--- src/rtl/hbi_pkg.sv ---
package hbi_pkg;

  // Number of opcodes the command decoder accepts; codes at or above are dropped.
  localparam int unsigned HBI_NUM_OPS  = 6;
  // Output registers reachable by host reads.
  localparam int unsigned HBI_NUM_OREG = 2;

  typedef enum logic [2:0] {
    OP_LINK      = 3'd0,
    OP_UNLINK    = 3'd1,
    OP_SEND_MSG  = 3'd2,
    OP_GRAB_MSG  = 3'd3,
    OP_PEEK_MAP  = 3'd4,
    OP_PEEK_CH0  = 3'd5
  } hbi_op_e;

  function automatic logic op_is_legal(input logic [2:0] code);
    return 32'(code) < HBI_NUM_OPS;
  endfunction

endpackage

--- src/rtl/hbi_decode.sv ---
module hbi_decode #(
  parameter int DW     = 8,
  parameter int CW     = 4,
  parameter int DEV_ID = 0
) (
  input  logic          clk,
  input  logic          rst_n,
  input  logic          init_busy,
  input  logic          cs1_n,
  input  logic          cs2_n,
  input  logic [CW-1:0] casc_addr,
  input  logic          cd_sel,
  input  logic          wr_n,
  input  logic          rd_n,
  input  logic [DW-1:0] bus_din,
  output logic          wr_evt,
  output logic          wr_cd,
  output logic [DW-1:0] wr_data,
  output logic          rd_active,
  output logic          rd_cd
);

  localparam logic [CW-1:0] ID_BITS = DEV_ID[CW-1:0];

  logic          hit;
  logic          wr_q;
  logic          lat_hit;
  logic          lat_cd;
  logic [DW-1:0] lat_data;

  // Device is addressed only with both selects low and a cascade match.
  assign hit = ~cs1_n & ~cs2_n & (casc_addr == ID_BITS);

  always_ff @(posedge clk or negedge rst_n) begin
    if (!rst_n) begin
      wr_q     <= 1'b1;
      lat_hit  <= 1'b0;
      lat_cd   <= 1'b0;
      lat_data <= '0;
    end else begin
      wr_q <= wr_n;
      // Track bus state while the strobe is low; the last low cycle wins.
      if (!wr_n) begin
        lat_hit  <= hit;
        lat_cd   <= cd_sel;
        lat_data <= bus_din;
      end
    end
  end

  // Rising edge of the write strobe closes the access.
  assign wr_evt    = wr_n & ~wr_q & lat_hit & ~init_busy;
  assign wr_cd     = lat_cd;
  assign wr_data   = lat_data;
  assign rd_active = hit & ~rd_n;
  assign rd_cd     = cd_sel;

endmodule

--- src/rtl/hbi_cmd.sv ---
module hbi_cmd
  import hbi_pkg::*;
#(
  parameter int DW  = 8,
  parameter int OPW = 3
) (
  input  logic              clk,
  input  logic              rst_n,
  input  logic              init_busy,
  input  logic              wr_evt,
  input  logic              wr_cd,
  input  logic [DW-1:0]     wr_data,
  output logic              cmd_valid,
  input  logic              cmd_ready,
  output logic [OPW-1:0]    cmd_op,
  output logic [DW-OPW-1:0] cmd_mod,
  output logic [DW-1:0]     cmd_arg
);

  localparam int MW = DW - OPW;

  logic [DW-1:0]  operand_q;
  logic [OPW-1:0] code;
  logic           code_ok;
  logic           slot_free;

  assign code      = wr_data[OPW-1:0];
  assign code_ok   = op_is_legal(code[2:0]) && (OPW == 3 || code[OPW-1:0] < OPW'(HBI_NUM_OPS));
  assign slot_free = ~cmd_valid | cmd_ready;

  always_ff @(posedge clk or negedge rst_n) begin
    if (!rst_n) begin
      operand_q <= '0;
      cmd_valid <= 1'b0;
      cmd_op    <= '0;
      cmd_mod   <= '0;
      cmd_arg   <= '0;
    end else if (init_busy) begin
      // Initialization wipes pending work and the operand.
      operand_q <= '0;
      cmd_valid <= 1'b0;
    end else begin
      if (wr_evt && !wr_cd) operand_q <= wr_data;
      if (cmd_valid && cmd_ready) cmd_valid <= 1'b0;   // handshake
      if (wr_evt && wr_cd && code_ok && slot_free) begin // drop when busy
        cmd_valid <= 1'b1;
        cmd_op    <= code;
        cmd_mod   <= wr_data[DW-1 -: MW];
        cmd_arg   <= operand_q;
      end
    end
  end

  a_r4_cmd_hold: assert property (@(posedge clk) disable iff (!rst_n || init_busy)
    cmd_valid && !cmd_ready |=> cmd_valid && $stable(cmd_op) && $stable(cmd_mod) && $stable(cmd_arg));

  a_r3_legal_op: assert property (@(posedge clk) disable iff (!rst_n)
    cmd_valid |-> 32'(cmd_op) < HBI_NUM_OPS);

  a_r8_init_drops_cmd: assert property (@(posedge clk) disable iff (!rst_n)
    init_busy |=> !cmd_valid);

endmodule

--- src/rtl/hbi_rdport.sv ---
module hbi_rdport
  import hbi_pkg::*;
#(
  parameter int DW = 8
) (
  input  logic          clk,
  input  logic          rst_n,
  input  logic          init_busy,
  input  logic          rd_active,
  input  logic          rd_cd,
  input  logic          rsp_valid,
  output logic          rsp_ready,
  input  logic          rsp_sel,
  input  logic [DW-1:0] rsp_data,
  output logic          bus_oe,
  output logic [DW-1:0] bus_dout
);

  logic [DW-1:0] oreg [HBI_NUM_OREG];
  logic          take;

  // Freeze both registers during a selected read and during init.
  assign rsp_ready = ~rd_active & ~init_busy;
  assign take      = rsp_valid & rsp_ready;

  for (genvar g = 0; g < HBI_NUM_OREG; g++) begin : g_oreg
    logic [DW-1:0] val_q;
    always_ff @(posedge clk or negedge rst_n) begin
      if (!rst_n)                          val_q <= '0;
      else if (init_busy)                  val_q <= '0;
      else if (take && (32'(rsp_sel) == g)) val_q <= rsp_data;
    end
    assign oreg[g] = val_q;
  end

  // Drivers off unless selected, reading and not initializing.
  assign bus_oe   = rd_active & ~init_busy;
  assign bus_dout = bus_oe ? oreg[rd_cd] : '0;

  a_r6_hold_in_read: assert property (@(posedge clk) disable iff (!rst_n || init_busy)
    rd_active && $past(rd_active) && !$past(init_busy) |-> $stable(oreg[0]) && $stable(oreg[1]));

endmodule

--- src/rtl/hbi_init.sv ---
module hbi_init (
  input  logic clk,
  input  logic rst_n,
  input  logic frame_sync,
  input  logic init_req_n,
  output logic init_busy,
  output logic pcm_en
);

  logic req_q;
  logic pend_q;
  logic fell;

  assign fell = req_q & ~init_req_n;

  always_ff @(posedge clk or negedge rst_n) begin
    if (!rst_n) begin
      req_q     <= 1'b1;
      pend_q    <= 1'b1;   // system reset asks for one full frame of init
      init_busy <= 1'b1;
    end else begin
      req_q <= init_req_n;
      if (frame_sync) begin
        // Strobe point: a caught pulse or a still-low pin arms one frame.
        init_busy <= pend_q | fell | ~init_req_n;
        pend_q    <= 1'b0;
      end else begin
        pend_q <= pend_q | fell;
      end
    end
  end

  assign pcm_en = ~init_busy;

  a_r7_frame_aligned: assert property (@(posedge clk) disable iff (!rst_n)
    !frame_sync |=> $stable(init_busy));

  a_r7_low_at_strobe: assert property (@(posedge clk) disable iff (!rst_n)
    frame_sync && !init_req_n |=> init_busy);

endmodule

--- src/rtl/hbi_ctrl.sv ---
module hbi_ctrl #(
  parameter int DATA_W = 8,
  parameter int OP_W   = 3,
  parameter int CASC_W = 4,
  parameter int DEV_ID = 0
) (
  input  logic                   clk,
  input  logic                   rst_n,
  input  logic                   frame_sync,
  input  logic                   init_req_n,
  input  logic                   cs1_n,
  input  logic                   cs2_n,
  input  logic [CASC_W-1:0]      casc_addr,
  input  logic                   cd_sel,
  input  logic                   wr_n,
  input  logic                   rd_n,
  input  logic [DATA_W-1:0]      bus_din,
  output logic [DATA_W-1:0]      bus_dout,
  output logic                   bus_oe,
  output logic                   cmd_valid,
  input  logic                   cmd_ready,
  output logic [OP_W-1:0]        cmd_op,
  output logic [DATA_W-OP_W-1:0] cmd_mod,
  output logic [DATA_W-1:0]      cmd_arg,
  input  logic                   rsp_valid,
  output logic                   rsp_ready,
  input  logic                   rsp_sel,
  input  logic [DATA_W-1:0]      rsp_data,
  output logic                   init_busy,
  output logic                   pcm_en
);

  logic              wr_evt;
  logic              wr_cd;
  logic [DATA_W-1:0] wr_data;
  logic              rd_active;
  logic              rd_cd;

  hbi_init u_init (
    .clk        (clk),
    .rst_n      (rst_n),
    .frame_sync (frame_sync),
    .init_req_n (init_req_n),
    .init_busy  (init_busy),
    .pcm_en     (pcm_en)
  );

  hbi_decode #(.DW(DATA_W), .CW(CASC_W), .DEV_ID(DEV_ID)) u_dec (
    .clk       (clk),
    .rst_n     (rst_n),
    .init_busy (init_busy),
    .cs1_n     (cs1_n),
    .cs2_n     (cs2_n),
    .casc_addr (casc_addr),
    .cd_sel    (cd_sel),
    .wr_n      (wr_n),
    .rd_n      (rd_n),
    .bus_din   (bus_din),
    .wr_evt    (wr_evt),
    .wr_cd     (wr_cd),
    .wr_data   (wr_data),
    .rd_active (rd_active),
    .rd_cd     (rd_cd)
  );

  hbi_cmd #(.DW(DATA_W), .OPW(OP_W)) u_cmd (
    .clk       (clk),
    .rst_n     (rst_n),
    .init_busy (init_busy),
    .wr_evt    (wr_evt),
    .wr_cd     (wr_cd),
    .wr_data   (wr_data),
    .cmd_valid (cmd_valid),
    .cmd_ready (cmd_ready),
    .cmd_op    (cmd_op),
    .cmd_mod   (cmd_mod),
    .cmd_arg   (cmd_arg)
  );

  hbi_rdport #(.DW(DATA_W)) u_rd (
    .clk       (clk),
    .rst_n     (rst_n),
    .init_busy (init_busy),
    .rd_active (rd_active),
    .rd_cd     (rd_cd),
    .rsp_valid (rsp_valid),
    .rsp_ready (rsp_ready),
    .rsp_sel   (rsp_sel),
    .rsp_data  (rsp_data),
    .bus_oe    (bus_oe),
    .bus_dout  (bus_dout)
  );

  a_r1_miss_no_drive: assert property (@(posedge clk) disable iff (!rst_n)
    (cs1_n || cs2_n) |-> !bus_oe);

endmodule

--- config.mk ---
export PLATFORM = sky130hd
export DESIGN_NAME = hbi_ctrl
export DESIGN_NICKNAME = d
export VERILOG_FILES = /design/src/rtl/hbi_pkg.sv /design/src/rtl/hbi_decode.sv /design/src/rtl/hbi_cmd.sv /design/src/rtl/hbi_rdport.sv /design/src/rtl/hbi_init.sv /design/src/rtl/hbi_ctrl.sv
export SDC_FILE = /design/constraint.sdc
export NUM_CORES = 1
export LEC_CHECK = 0
export BUFFER_PORTS_ARGS = -buffer_cell sky130_fd_sc_hd__buf_4
export CORE_UTILIZATION = 57
export DETAILED_ROUTE_END_ITERATION = 10
export MAX_ROUTING_LAYER = met4
export PLACE_DENSITY = 0.87
export SLEW_MARGIN = 20
export SYNTH_ARGS = -nofsm -noshare
export SYNTH_HDL_FRONTEND = slang
export SYNTH_HIERARCHICAL = 1
export SYNTH_SLANG_ARGS = --single-unit
--- constraint.sdc ---
create_clock -name clk -period 6.8 [get_ports clk]
set_clock_uncertainty 0.2 [all_clocks]
set_input_delay 1.36 -clock clk [delete_from_list [all_inputs] [get_ports clk]]
set_output_delay 1.36 -clock clk [all_outputs]
set_load 0.03 [all_outputs]
==> results_dict.tcl, run 1 <==
set metrics [dict create \
    layout_common_cells "61 x buf_4, 51 x dfrtp_1, 32 x mux2i_1" \
    seq_area_frac_synth 0.556 \
    layout_commonest_cell "buf_4" \
    ys_types 25 \
    r2r_cells 5 \
    startpoint "cs2_n" \
    fmax_mhz 204 \
    grt_max_degree 56 \
    worst_setup_path_end_kind "output pin" \
    drive_gt1_frac 0.422 \
    drt-vias-per-instance 5.31 \
    n_antenna_cell 0 \
    grt_pass1_wl_mm 7.34 \
    wl_mm 4.61 \
    crit_slowest_cell "nor4_1" \
    cts_resized 0 \
    power.switching_mw 0.147 \
    cap_violations 0 \
    synth_cells 186 \
    arrival_ns 3.35 \
    power_frac_seq 0.560 \
    overflow 0 \
    grt_pass1_vias 1491 \
    worst_slew_pin_slew_ns 0.894 \
    switching_share 0.233 \
    hold-path-cell-count 2 \
    cts_max_level 2 \
    rrSetupSlack_ns 4.07 \
    port_buffers 60 \
    rr_startpoint "u_init/init_busy" \
    antenna_found_initial 0 \
    drt-pass1-iter-count 4 \
    layoutNonFillerInstCount 294 \
    drt_iter0_markers 81 \
    dp_cells 286 \
    synthesis.area_um2 2480 \
    required_ns 5.24 \
    die_width_um 68.0 \
    crit_type "primary input to output pin" \
    cpPeakStageDelay_ns 0.57 \
    rsz0062_at_grt "false" \
    syn_to_final_growth_pct 22.2 \
    avgRoutedWirePerCell_um 15.7 \
    drv_slew 0 \
    rows 23 \
    hold_class "flip-flop to flip-flop" \
    io_pins 61 \
    outcome "completed" \
    hold_buffers 0 \
    min_period_over_period 0.722 \
    ir_drop_uv 212 \
    p_leak_nw 1.56 \
    path_max_fanout 9 \
    synth_fp_nets 218 \
    avgSynthCellArea_um2 13.4 \
    relSlewSlack 0.401 \
    cts_tree "built" \
    vias 1562 \
    dp_hpwl_mm 3.12 \
    clk_latency_ns 0.30 \
    fp.dieH_um 68.0 \
    setup_viol 0 \
    cp_common_cell "buf_4" \
    die-area_um2 4630 \
    reg2reg_to "u_cmd/cmd_mod[2]" \
    critPathTopFamily "simple AND/OR/NAND/NOR gates" \
    power_density_nw_per_um2 207 \
    finish.net_count 275 \
    min_to "u_init/pend_q" \
    clockRootBuffer "clkbuf_8" \
    gp_congestion 0.740 \
    worstPathCellList "buf_4, or4_4, nor4_1, nand2b_1, nor2_1, buf_4" \
    tns_ns 0 \
    critPathBufInv 2 \
    place_ws_ns 1.90 \
    initial_core_util 0.608 \
    final.min_clock_period_ns 4.91 \
    intPower_mw 0.483 \
    drc 0 \
    hold_viol 0 \
    p_clk_frac 0.346 \
    design.core.area_um2 4090 \
    worstHoldStart "u_init/pend_q" \
    startpoint_type "primary input" \
    grtUsageTotal 0.229 \
    cts_setup_buffers 0 \
    ant_nets 0 \
    ys_warn_count 6 \
    path_clk_slew_ns 0.09 \
    ys_seq_elements 55 \
    setup_ws_ns 1.89 \
    clockBufferDepth 2 \
    cts_sinks 55 \
    combPwrFrac 0.094 \
    numCtsBuffers 5 \
]
## state kept, by name (all words and copies together), names as in the netlist
| register | cells |
|---|---|
| u_cmd/cmd_op | 3 |
| u_init/pend_q | 1 |
| u_cmd/cmd_arg | 8 |
| u_cmd/operand_q | 8 |
| u_dec/wr_cd | 1 |
| u_rd/g_oreg.val_q | 16 |
| u_dec/lat_hit | 1 |
| u_init/init_busy | 1 |
| u_init/req_q | 1 |
| u_cmd/cmd_valid | 1 |
| u_cmd/cmd_mod | 5 |
| u_dec/wr_q | 1 |
| u_dec/wr_data | 8 |
## area by class of cell
cell class	instances	area (um2)
Clock buffer	5	68.8
Sequential cell	55	1380
Clock inverter	3	47.5
Fill cell	283	1050
Timing Repair Buffer	61	458
Tap cell	50	62.6
Multi-Input combinational cell	117	1010
Inverter	3	11.3
## cells in the mapped netlist, drive strengths merged
master | number | share of area
nor4 | 1 | 0.0025
nand3b | 1 | 0.0030
nor2 | 19 | 0.029
a31oi | 2 | 0.0050
inv | 3 | 0.0045
mux2i | 32 | 0.13
nor4bb | 1 | 0.0040
a21oi | 1 | 0.0035
dfrtp | 51 | 0.51
clkbuf | 2 | 0.0035
mux2 | 25 | 0.13
dfstp | 4 | 0.042
nand2b | 27 | 0.068
o41ai | 1 | 0.0066
nor3b | 1 | 0.0050
buf | 9 | 0.031
nor2b | 1 | 0.0025
nand2 | 3 | 0.0045
or4 | 1 | 0.0045
nor4b | 1 | 0.0096
## tightest hold or removal path, stage by stage (launching register included)
cell	delay (ns)
dfstp_2	0.37
inv_1	0.07
a21oi_2	0.05
## cell families after synthesis
family                 Yosys count  synth area share
buffers and inverters           14            0.0388
flip-flops                      55             0.556
multiplexers                    57             0.257
AO/OA/AOI/OAI                    4            0.0151
AND/OR/NAND/NOR                 56             0.132
## layer usage
metal	GRT usage	routed length, um	up-vias
met5	-	0	-
met4	0.0651	28	0
met3	0.0533	224	4
met2	0.339	2270	46
met1	0.316	2080	768
li1	-	-	744
## worst max path at each step
stage                        to  slack, ns  cells past startpoint
floorplan           bus_dout[0]       2.27                      5
global placement    bus_dout[2]       2.02                      6
detailed placement  bus_dout[2]       1.90                      6
CTS                 bus_dout[2]       1.91                      6
global route        bus_dout[2]       1.74                      6
finish              bus_dout[2]       1.89                      6
## power by group through the flow
stage / Sequential, mW / Clock, mW / Combinational, mW
3_3_place_gp: 0.358 / 0 / 0.0586
6_report: 0.353 / 0.218 / 0.0590
4_1_cts: 0.353 / 0.223 / 0.0597
2_1_floorplan: 0.354 / 0 / 0.0355
3_5_place_dp: 0.359 / 0 / 0.0594
5_1_grt: 0.354 / 0.239 / 0.0639
## stage by stage
stage	utilization	cell area (um2)	hold WS, ns	power, mW
after floorplan	-	2480	0.244	0.389
after global placement	0.714	2920	0.269	0.417
after detailed placement	0.714	2920	0.268	0.418
after CTS	0.743	3040	0.290	0.636
after global routing	0.743	3040	0.299	0.657
final	0.743	3040	0.289	0.630
(Power assumes the default switching activity.)
==> run 2: changes to the inputs <==
Settings changed: ABC_AREA set to 1, CORE_UTILIZATION 57 to 48, PLACE_DENSITY 0.87 to 0.78.
Clock period 6.8 ns to 4.05 ns, I/O delays scaled along.
==> run 2 against run 1 <==
Via count grew 36%. Worst hold slack lost 0.013 ns. Count of clock-buffer cells in the layout grew 1. Wire length grew 13%. Area after synthesis grew 3.2%. Synthesized cell count grew 59%. Critical endpoint is now bus_dout[5]. Largest power group unchanged. Highest routed layer unchanged.
==> results_dict.tcl, run 2 <==
set metrics [dict create \
    outcome "completed" \
    drt-vias-per-instance 5.06 \
    min_period_over_period 0.778 \
    setup_viol 0 \
    tns_ns 0 \
    p_leak_nw 1.73 \
    ys_types 22 \
    synth_fp_nets 327 \
    setup_ws_ns 0.899 \
    top_register "u_rd/g_oreg.val_q" \
    final.min_clock_period_ns 3.15 \
    ir_drop_uv 178 \
    layout_common_cells "113 x nand2_1, 60 x buf_4, 51 x dfrtp_1" \
    relSlewSlack 0.562 \
    drc 0 \
    synthesis.area_um2 2560 \
    wl_mm 5.22 \
    fmax_mhz 317 \
    nFillCells 488 \
    grtUsageTotal 0.213 \
    whs_ns 0.276 \
    path_max_fanout 9 \
    finish.net_count 382 \
    r2r_cells 6 \
    required_ns 3.04 \
    drv_slew 0 \
    hold_class "flip-flop to flip-flop" \
    io_pins 61 \
    ys_warn_count 6 \
    synth_top_area_share 0.498 \
    worst_slew_pin_slew_ns 0.657 \
    async_reset_ff_frac 1.00 \
    hold_buffers 0 \
    grt_max_degree 56 \
    yosysMostFrequentCell "nand2_1" \
    worst_setup_path_end_kind "output pin" \
    clk_latency_ns 0.30 \
    die-area_um2 5630 \
    startpoint_type "primary input" \
    synth_common_cells "113 x nand2_1, 51 x dfrtp_1, 42 x nand3_1" \
    grt_pass1_wl_mm 8.83 \
    largest_register_ffs 16 \
    ant_nets 0 \
    reg2reg_to "u_cmd/cmd_arg[6]" \
    cts_sinks 55 \
    design.core.area_um2 5140 \
    ys.flop_type "dfrtp_1" \
    overflow 0 \
    path_clk_slew_ns 0.09 \
    initial_core_util 0.499 \
    drt_iter0_markers 113 \
    numCtsBuffers 5 \
    worstHoldStart "u_cmd/cmd_mod[1]" \
    drt-pass1-iter-count 4 \
    yosysTopAreaCell "dfrtp_1" \
    layout_commonest_cell "nand2_1" \
    cts_setup_buffers 0 \
    place_ws_ns 0.904 \
    seq_area_frac_synth 0.539 \
    cts_max_level 2 \
    antenna_found_initial 0 \
    synth_area_leaders "dfrtp_1 50%, nand2_1 17%, nand3_1 8.2%" \
    grt_pass1_vias 1993 \
    cts_resized 0 \
    cap_violations 0 \
    drive_gt1_frac 0.254 \
    ys_seq_elements 55 \
    gp_congestion 0.866 \
    arrival_ns 2.14 \
    rows 26 \
    dp_hpwl_mm 3.69 \
    dpl_cell_area_um2 2990 \
    die_width_um 75.1 \
    cts_tree "built" \
    avgRoutedWirePerCell_um 12.4 \
    rsz0062_at_grt "false" \
    final_core_util 0.607 \
    fp.dieH_um 75.1 \
    port_buffers 60 \
    n_antenna_cell 0 \
    power_density_nw_per_um2 363 \
    hold_viol 0 \
    synth_cells 295 \
    syn_to_final_growth_pct 21.8 \
    hold-path-cell-count 2 \
    vias 2132 \
    synth_edf_count 0 \
    clockRootBuffer "clkbuf_8" \
    avgSynthCellArea_um2 8.69 \
    min_to "u_cmd/cmd_mod[1]" \
    crit_type "primary input to output pin" \
    final_area_um2 3120 \
    rrSetupSlack_ns 2.20 \
    rr_startpoint "u_init/init_busy" \
    clockBufferDepth 2 \
]
-- run 2: cell types whose count changed after synthesis, moves of 10 or more --
| cell | before | now |
|---|---|---|
| mux2i_1 | 32 | 0 |
| inv_1 | 3 | 15 |
| nand2_1 | 3 | 113 |
| mux2_2 | 15 | 0 |
| nand2b_1 | 27 | 0 |
| nand4_1 | 0 | 17 |
| mux2_4 | 10 | 0 |
| nand3_1 | 0 | 42 |
-- run 2: kinds of logic after synthesis --
family / after synthesis / synth area share
buf+inv: 32 / 0.0727
compound gates: 9 / 0.0220
flops: 55 / 0.539
simple gates: 199 / 0.366
-- run 2: area by class of cell --
class / instances / area (um2) / area share
clock buffers: 6 / 72.6 / 0.0232
clock inverters: 2 / 60.1 / 0.0192
inverters: 20 / 75.1 / 0.0240
multi-input cells: 208 / 995 / 0.319
flip-flops and latches: 55 / 1380 / 0.442
well taps: 70 / 87.6 / 0.0281
repair buffers: 60 / 450 / 0.144
-- run 2: per-stage QoR --
stage	power [mW]	instances
finish	1.13	421
floorplan	0.682	295
global placement	0.727	413
CTS	1.15	421
global route	1.18	421
detailed placement	0.730	413
-- run 2: worst max-delay path, cell delays in order --
cell and delay, ns:
buf_4 0.10, nor2_1 0.13, nand3_1 0.10, nor2_1 0.35, nand2_2 0.24, a21oi_1 0.21, buf_4 0.19
-- run 2: how the worst max path moves through the flow --
stage / start / to / slack (ns) / depth (start not counted)
2_1_floorplan: casc_addr[1] / bus_dout[0] / 1.02 / 5
3_3_place_gp: casc_addr[1] / bus_dout[7] / 0.98 / 7
3_5_place_dp: casc_addr[1] / bus_dout[5] / 0.90 / 7
4_1_cts: casc_addr[1] / bus_dout[5] / 0.89 / 7
5_1_grt: casc_addr[1] / bus_dout[5] / 0.82 / 7
6_report: casc_addr[1] / bus_dout[5] / 0.90 / 7
-- run 2: per-layer routing --
| metal | wire length, um | GRT usage | part of all wire |
|---|---|---|---|
| met2 | 2710 | 0.381 | 0.52 |
| met1 | 2220 | 0.250 | 0.43 |
| met3 | 247 | 0.0402 | 0.047 |
| met5 | 0 | - | 0 |
| met4 | 42 | 0.0440 | 0.0080 |
-- run 2: where the power goes --
part	switching [mW]	internal, mW	total (mW)
registers	0.0218	0.572	0.594
clock network	0.166	0.247	0.413
logic	0.0803	0.0446	0.125
total	0.269	0.863	1.13
